$ cat src/rtl/ict_pkg.sv
package ict_pkg;
  typedef enum logic [2:0] {
    ST_IDLE, ST_SETUP, ST_ENTRY, ST_APPLY, ST_EXIT
  } ict_state_e;

  function automatic int ceil_div(input int num, input int den);
    int r;
    r = (num + den - 1) / den;
    return (r < 1) ? 1 : r;
  endfunction
endpackage

$ cat src/rtl/ict_pattern.sv
module ict_pattern #(
  parameter int N_IN  = 20,
  parameter int DQ_W  = 32,
  parameter int N_VEC = 2 * N_IN + 2,
  parameter int IDX_W = $clog2(N_VEC)
) (
  input  logic [IDX_W-1:0] idx_i,
  output logic [N_IN-1:0]  vec_o,
  output logic [DQ_W-1:0]  exp_o,
  output logic             walk_o
);
  int k;
  assign k = int'(idx_i);

  always_comb begin
    for (int b = 0; b < N_IN; b++) begin
      vec_o[b] = (k == N_VEC - 1) || (k == b + 1) ||
                 ((k > N_IN) && (k < N_VEC - 1) && (k != N_IN + b + 1));
    end
  end

  // response rule: xnor of two neighbouring inputs
  always_comb begin
    for (int j = 0; j < DQ_W; j++) begin
      exp_o[j] = ~(vec_o[j % N_IN] ^ vec_o[(j + 1) % N_IN]);
    end
  end

  assign walk_o = (k >= 1) && (k <= 2 * N_IN);
endmodule

$ cat src/rtl/ict_seq.sv
module ict_seq
  import ict_pkg::*;
#(
  parameter int N_DEV    = 2,
  parameter int N_VEC    = 42,
  parameter int HOLD_CYC = 1,
  parameter int ACC_CYC  = 2,
  localparam int IDX_W   = $clog2(N_VEC),
  localparam int DEV_W   = (N_DEV > 1) ? $clog2(N_DEV) : 1,
  localparam int CNT_MAX = (HOLD_CYC > ACC_CYC) ? HOLD_CYC : ACC_CYC,
  localparam int CNT_W   = $clog2(CNT_MAX + 1)
) (
  input  logic             clk_i,
  input  logic             rst_ni,
  input  logic             start_i,
  output logic             cas_n_o,
  output logic [N_DEV-1:0] cs_n_o,
  output logic             cke_o,
  output logic             apply_o,
  output logic             busy_o,
  output logic             done_o,
  output logic             clr_o,
  output logic             sample_o,
  output logic [DEV_W-1:0] dev_o,
  output logic [IDX_W-1:0] idx_o
);
  ict_state_e       state_q;
  logic [CNT_W-1:0] cnt_q;
  logic [DEV_W-1:0] dev_q;
  logic [IDX_W-1:0] idx_q;
  logic             done_q;

  logic last_cnt;
  assign last_cnt = (cnt_q == CNT_W'(ACC_CYC - 1));

  always_ff @(posedge clk_i or negedge rst_ni) begin
    if (!rst_ni) begin
      state_q <= ST_IDLE;
      cnt_q   <= '0;
      dev_q   <= '0;
      idx_q   <= '0;
      done_q  <= 1'b0;
    end else begin
      done_q <= 1'b0;
      unique case (state_q)
        ST_IDLE: if (start_i) begin
          state_q <= ST_SETUP;
          cnt_q   <= '0;
          dev_q   <= '0;
          idx_q   <= '0;
        end
        ST_SETUP: state_q <= ST_ENTRY;
        ST_ENTRY: begin
          if (cnt_q == CNT_W'(HOLD_CYC - 1)) begin
            state_q <= ST_APPLY;
            cnt_q   <= '0;
          end else cnt_q <= cnt_q + 1'b1;
        end
        ST_APPLY: begin
          if (last_cnt) begin
            cnt_q <= '0;
            if (idx_q == IDX_W'(N_VEC - 1)) begin
              idx_q <= '0;
              if (dev_q == DEV_W'(N_DEV - 1)) state_q <= ST_EXIT;
              else dev_q <= dev_q + 1'b1;
            end else idx_q <= idx_q + 1'b1;
          end else cnt_q <= cnt_q + 1'b1;
        end
        ST_EXIT: begin
          state_q <= ST_IDLE;
          done_q  <= 1'b1;
        end
        default: state_q <= ST_IDLE;
      endcase
    end
  end

  // pin decode
  always_comb begin
    cas_n_o = 1'b1;
    cke_o   = 1'b1;
    cs_n_o  = '1;
    unique case (state_q)
      ST_SETUP: begin cs_n_o = '0; cke_o = 1'b0; end
      ST_ENTRY: begin cs_n_o = '0; cke_o = 1'b0; cas_n_o = 1'b0; end
      ST_APPLY: begin
        cas_n_o = 1'b0;
        for (int d = 0; d < N_DEV; d++) cs_n_o[d] = (dev_q != DEV_W'(d));
      end
      default: ;
    endcase
  end

  assign apply_o  = (state_q == ST_APPLY);
  assign busy_o   = (state_q != ST_IDLE);
  assign done_o   = done_q;
  assign clr_o    = (state_q == ST_IDLE) && start_i;
  assign sample_o = apply_o && last_cnt;
  assign dev_o    = dev_q;
  assign idx_o    = idx_q;

  p_entry_pins_r2: assert property (@(posedge clk_i) disable iff (!rst_ni)
    state_q == ST_ENTRY |-> (!cas_n_o && !cke_o && cs_n_o == '0));
  p_one_select_r3: assert property (@(posedge clk_i) disable iff (!rst_ni)
    apply_o |-> ($countones(~cs_n_o) == 1 && cke_o));
  p_vec_held_r4: assert property (@(posedge clk_i) disable iff (!rst_ni)
    (apply_o && cnt_q != '0) |-> $stable(idx_q));
  p_done_pulse_r9: assert property (@(posedge clk_i) disable iff (!rst_ni)
    done_o |=> !done_o);
  p_exit_to_idle_r9: assert property (@(posedge clk_i) disable iff (!rst_ni)
    state_q == ST_EXIT |=> (!busy_o && done_o));
  p_busy_ignores_start_r10: assert property (@(posedge clk_i) disable iff (!rst_ni)
    (busy_o && state_q != ST_EXIT) |=> state_q != ST_SETUP);
endmodule

$ cat src/rtl/ict_result.sv
module ict_result #(
  parameter int DQ_W  = 32,
  parameter int IDX_W = 6
) (
  input  logic             clk_i,
  input  logic             rst_ni,
  input  logic             clr_i,
  input  logic             smp_i,
  input  logic             walk_i,
  input  logic [IDX_W-1:0] idx_i,
  input  logic [DQ_W-1:0]  exp_i,
  input  logic [DQ_W-1:0]  got_i,
  output logic             pass_o,
  output logic             miss_o,
  output logic [IDX_W-1:0] fail_idx_o,
  output logic [DQ_W-1:0]  diff_o
);
  logic seen_q;

  always_ff @(posedge clk_i or negedge rst_ni) begin
    if (!rst_ni) begin
      pass_o     <= 1'b0;
      miss_o     <= 1'b0;
      seen_q     <= 1'b0;
      fail_idx_o <= '0;
      diff_o     <= '0;
    end else if (clr_i) begin
      pass_o     <= 1'b1;
      miss_o     <= 1'b0;
      seen_q     <= 1'b0;
      fail_idx_o <= '0;
      diff_o     <= '0;
    end else if (smp_i) begin
      if (got_i != exp_i && !seen_q) begin
        seen_q     <= 1'b1;
        pass_o     <= 1'b0;
        fail_idx_o <= idx_i;
        diff_o     <= got_i ^ exp_i;
      end
      if (walk_i && &got_i) miss_o <= 1'b1;
    end
  end

  p_first_kept_r7: assert property (@(posedge clk_i) disable iff (!rst_ni)
    (seen_q && !clr_i) |=> ($stable(fail_idx_o) && $stable(diff_o)));
  p_fail_has_diff_r7: assert property (@(posedge clk_i) disable iff (!rst_ni)
    seen_q |-> diff_o != '0);
endmodule

$ cat src/rtl/ict_host_seq.sv
module ict_host_seq
  import ict_pkg::*;
#(
  parameter int N_DEV     = 2,
  parameter int N_IN      = 20,
  parameter int DQ_W      = 32,
  parameter int CLK_NS    = 10,
  parameter int T_HOLD_NS = 5,
  parameter int T_ETD_NS  = 5,
  parameter int T_ACC_NS  = 20,
  localparam int N_VEC    = 2 * N_IN + 2,
  localparam int IDX_W    = $clog2(N_VEC),
  localparam int DEV_W    = (N_DEV > 1) ? $clog2(N_DEV) : 1,
  localparam int HOLD_CYC = ceil_div(T_HOLD_NS + T_ETD_NS, CLK_NS),
  localparam int ACC_CYC  = ceil_div(T_ACC_NS, CLK_NS)
) (
  input  logic                   clk_i,
  input  logic                   rst_ni,
  input  logic                   start_i,
  input  logic [DQ_W-1:0]        dq_i,
  output logic                   cas_n_o,
  output logic [N_DEV-1:0]       cs_n_o,
  output logic                   cke_o,
  output logic [N_IN-1:0]        vec_o,
  output logic                   busy_o,
  output logic                   done_o,
  output logic [N_DEV-1:0]       pass_o,
  output logic [N_DEV-1:0]       miss_o,
  output logic [N_DEV*IDX_W-1:0] fail_idx_o,
  output logic [N_DEV*DQ_W-1:0]  diff_o
);
  logic             apply, clr, sample, walk;
  logic [DEV_W-1:0] dev;
  logic [IDX_W-1:0] idx;
  logic [N_IN-1:0]  vec;
  logic [DQ_W-1:0]  exp_w;

  ict_seq #(
    .N_DEV(N_DEV), .N_VEC(N_VEC), .HOLD_CYC(HOLD_CYC), .ACC_CYC(ACC_CYC)
  ) u_seq (
    .clk_i, .rst_ni, .start_i,
    .cas_n_o, .cs_n_o, .cke_o,
    .apply_o(apply), .busy_o, .done_o, .clr_o(clr),
    .sample_o(sample), .dev_o(dev), .idx_o(idx)
  );

  ict_pattern #(.N_IN(N_IN), .DQ_W(DQ_W), .N_VEC(N_VEC), .IDX_W(IDX_W)) u_pat (
    .idx_i(idx), .vec_o(vec), .exp_o(exp_w), .walk_o(walk)
  );

  assign vec_o = apply ? vec : '0;

  for (genvar d = 0; d < N_DEV; d++) begin : g_res
    ict_result #(.DQ_W(DQ_W), .IDX_W(IDX_W)) u_res (
      .clk_i, .rst_ni,
      .clr_i(clr),
      .smp_i(sample && dev == DEV_W'(d)),
      .walk_i(walk),
      .idx_i(idx),
      .exp_i(exp_w),
      .got_i(dq_i),
      .pass_o(pass_o[d]),
      .miss_o(miss_o[d]),
      .fail_idx_o(fail_idx_o[d*IDX_W +: IDX_W]),
      .diff_o(diff_o[d*DQ_W +: DQ_W])
    );
  end

  p_idle_pins_r1: assert property (@(posedge clk_i) disable iff (!rst_ni)
    !busy_o |-> (cas_n_o && cke_o && cs_n_o == '1 && vec_o == '0));
endmodule

$ cat config.mk
export PLATFORM = sky130hd
export DESIGN_NAME = ict_host_seq
export DESIGN_NICKNAME = d
export VERILOG_FILES = /design/src/rtl/ict_pkg.sv /design/src/rtl/ict_pattern.sv /design/src/rtl/ict_seq.sv /design/src/rtl/ict_result.sv /design/src/rtl/ict_host_seq.sv
export SDC_FILE = /design/constraint.sdc
export NUM_CORES = 1
export LEC_CHECK = 0
export BUFFER_PORTS_ARGS = -buffer_cell sky130_fd_sc_hd__buf_2
export CAP_MARGIN = 20
export CORE_UTILIZATION = 40
export DETAILED_ROUTE_END_ITERATION = 10
export GPL_TIMING_DRIVEN = 0
export PLACE_DENSITY = 0.68
export SLEW_MARGIN = 20
export SYNTH_ARGS = -nofsm -noshare
export SYNTH_HDL_FRONTEND = slang
export SYNTH_HIERARCHICAL = 1
export SYNTH_SLANG_ARGS = --single-unit
$ cat constraint.sdc
create_clock -name clk_i -period 2.5 [get_ports clk_i]
set_input_delay 0.25 -clock clk_i [delete_from_list [all_inputs] [get_ports clk_i]]
set_output_delay 0.25 -clock clk_i [all_outputs]
set_load 0.005 [all_outputs]
==> metrics.cfg <==
[status]
status = finished with violations
violations = negative setup slack

[routing]
wl_met3_mm = 1.46
drtIter0Drc = 422
drc_errors = 0
wl_mm = 23.0
postRouteAntennaNets = 0
num_vias = 6455
top_layer = met4
routed_via_density = 5.35
met2WireLength_mm = 11.0
wl_per_cell_um = 19.1
firstDrtPassIters = 5
wl_met1_mm = 9.87

[synthesis]
synth_ff_type = dfrtp_1
yosys_register_bits = 95
yosys_warnings = 6
synth_enable_flop_cells = 0
synth_cell_types = 69
async_reset_ff_share_pct = 100
syn_inst = 770
synthDominantCellAreaShare_pct = 33.6
netlist_area_mm2 = 0.00708
syn_area_per_cell_um2 = 9.20
ys_seq_area_share_pct = 33.6
syn_nets = 811
synth_top_cell_by_area = dfrtp_1
yosys-top-cells-area = dfrtp_1 34%, nand2b_1 14%, mux2i_1 11%

[setup_path]
crit_path_start_kind = register
crit_slowest_cell = dfrtp_2
crit_required_ns = 2.74
critPathKind = register to register
critPathArrivalTime_ns = 3.10
cp_cell_sequence = buf_6 > nand2b_4 > o22ai_4 > buf_4 > nand2_1 > buf_4 > xor2_1 > nor4_2 > nand4_1 > o211a_1 > buf_8 > buf_12 > mux2i_2
endpoint_kind = register
cp_top_family = buffers and inverters
cpMostUsedCell = buf_4
cp_max_fo = 10
cp.buffers_inverters = 5
max_stage_delay_ns = 0.45

[timing]
finalHoldViolCount = 0
holdWs_ns = 0.305
report.final.setup_viol = 80
rsz0062_at_grt = yes
worst_slew_pin_slew_ns = 0.668
fin_worst_skew_ns = 0.0133
setup_ws_ns = -0.365
slew_viol_final = 0
max_freq_mhz = 349
fin_crit_sh_pct = 115
relSlewSlack_pct = 55.3
period_needed_ns = 2.86

[grt]
grt_overflow = 0
grt_usage_pct = 25.6
grt_max_degree = 58
grt_pass1_vias = 6375
grt_antenna_before_repair = 0
grt_pass1_wl_mm = 35.6

[layout]
area_delta_synth_final_pct = 34.1
final_common_cell = nand2b_1
fin_util_pct = 54.9
design_area_mm2 = 0.00950
layout_common_cells = 151 x nand2b_1, 145 x buf_2, 89 x dfrtp_1
fin_nets = 1016
final_layout_size_suffix_gt1_share_pct = 36.4
final_cells = 1206

[clock_tree]
clock_sinks = 95
clk_pin_slew_ns = 0.07
clockRootBuffer = clkbuf_16
h-tree-depth = 3
insertion_delay_ns = 0.36
numCtsBuffers = 9
cts_tree = yes
clockBufferDepth = 2

[floorplanning]
start_util_pct = 41.0
core_area_mm2 = 0.0173
top_level_ports = 141
rows = 48
dieArea_mm2 = 0.0182
die_w_um = 135
chipHeight_um = 135

[place]
hpwl_mm = 16.8
port_buffers = 140
placedCellCount = 1137
dpl-instance-area_mm2 = 0.00823
gp_congestion = 0.949

[flow_run]
cap_violations = 0

[power_and_ir_drop]
p_leak_nw = 4.13
ir_drop_mv = 0.533
finalPower_w = 0.0116
powerDensity_mw_per_mm2 = 1220

[worst_hold_path]
min_path_type = input port to register

-- layout make-up --
cell class | count | area [um2]
fillers | 1583 | 7800
multi-input cells | 595 | 4610
flip-flops and latches | 95 | 2390
repair buffers | 196 | 1230
plain buffers | 65 | 608
well taps | 225 | 282
clock buffers | 9 | 225
clock inverters | 7 | 103
inverters | 13 | 51.3
diodes | 1 | 2.50
-- synth_stat cells, types with 2 or more instances --
cell and number:
nand2b_1 156, dfrtp_1 95, mux2i_1 79, xor2_1 68, nor2_1 33, o21ai_0 29
nand2_1 27, nand4_1 22, clkbuf_1 21, a21oi_1 20, nor4_1 19, and2_1 18
buf_4 15, buf_2 14, inv_1 11, nand3_1 10, buf_6 9, or3_1 9
buf_8 8, nor3_1 7, ha_1 6, o22ai_1 6, or2b_1 6, a31oi_1 5
and2_2 5, o211ai_1 5, a22oi_1 4, nor2b_1 4, o221ai_1 4, a32oi_1 3
o2111ai_1 3, o21bai_1 3, a21o_1 2, a21o_2 2, a311oi_1 2, and2b_1 2
inv_2 2, nand3b_1 2, nor2_2 2, o211a_1 2, o21ba_1 2
-- per-layer routing --
layer,up-vias,global-route usage [%]
met1,3102,34.5
met4,0,10.8
met5,-,0
met3,45,3.19
met2,264,41.2
li1,3044,-
-- report_power, final --
| group | internal, W | switching [W] |
|---|---|---|
| logic | 0.00345 | 0.00389 |
| registers | 0.00224 | 0.000485 |
| clock network | 0.000891 | 0.000628 |
-- timing repair --
item	CTS	global route
gates cloned	3	0
setup endpoints to repair	80	89
hold buffers	1	0
buffers inserted	37	13
pin swaps	18	16
gates resized for setup	74	39
hold endpoints to repair	38	0
-- through the flow --
stage | setup slack, ns | setup TNS, ns
after global routing | -0.434 | -30.51
after detailed placement | -0.647 | -47.13
after global placement | -0.679 | -49.22
after CTS | -0.280 | -18.95
after floorplan | -0.0523 | -0.887
final | -0.365 | -24.63
-- worst reg2reg max path: stages (launching register included) --
cell,delay [ns]
dfrtp_2,0.45
buf_6,0.15
nand2b_4,0.16
o22ai_4,0.20
buf_4,0.15
nand2_1,0.10
buf_4,0.17
xor2_1,0.22
nor4_2,0.28
nand4_1,0.16
o211a_1,0.26
buf_8,0.16
buf_12,0.16
mux2i_2,0.15
-- flip-flops by register name, summed over array words and instances (netlist names), 2 cells and up --
name and flops:
g_res.u_res/diff_o 64, g_res.u_res/fail_idx_o 12, u_seq/idx_o 6, u_seq/state_q 3, g_res.u_res/miss_o 2, g_res.u_res/pass_o 2
g_res.u_res/seen_q 2, u_seq/cnt_q 2
-- worst paths after layout --
| kind | from | to | slack (ns) | cells past startpoint |
|---|---|---|---|---|
| max in group asynchronous | rst_ni | g_res[0].u_res/diff_o[17] | 1.51 | 3 |
| worst max register to register | u_seq/idx_o[2] | g_res[1].u_res/diff_o[0] | -0.36 | 13 |
| min in group asynchronous | rst_ni | g_res[1].u_res/fail_idx_o[0] | 0.39 | 2 |
| worst min register to register | g_res[0].u_res/seen_q | g_res[0].u_res/seen_q | 0.51 | 1 |
| worst min-delay path | dq_i[17] | g_res[0].u_res/diff_o[17] | 0.31 | 4 |
| worst max-delay path | u_seq/idx_o[2] | g_res[1].u_res/diff_o[0] | -0.36 | 13 |
-- logic make-up after synthesis --
logic type,share of synthesized area [%]
xor gates and xnor gates,8.53
adders and majority gates,1.06
DFF,33.6
buffers and inverters,7.51
AOI/OAI and AO/OA,9.80
muxes,11.3
and+or+nand+nor,28.2
Note: power is estimated with default switching activity, not from simulation.
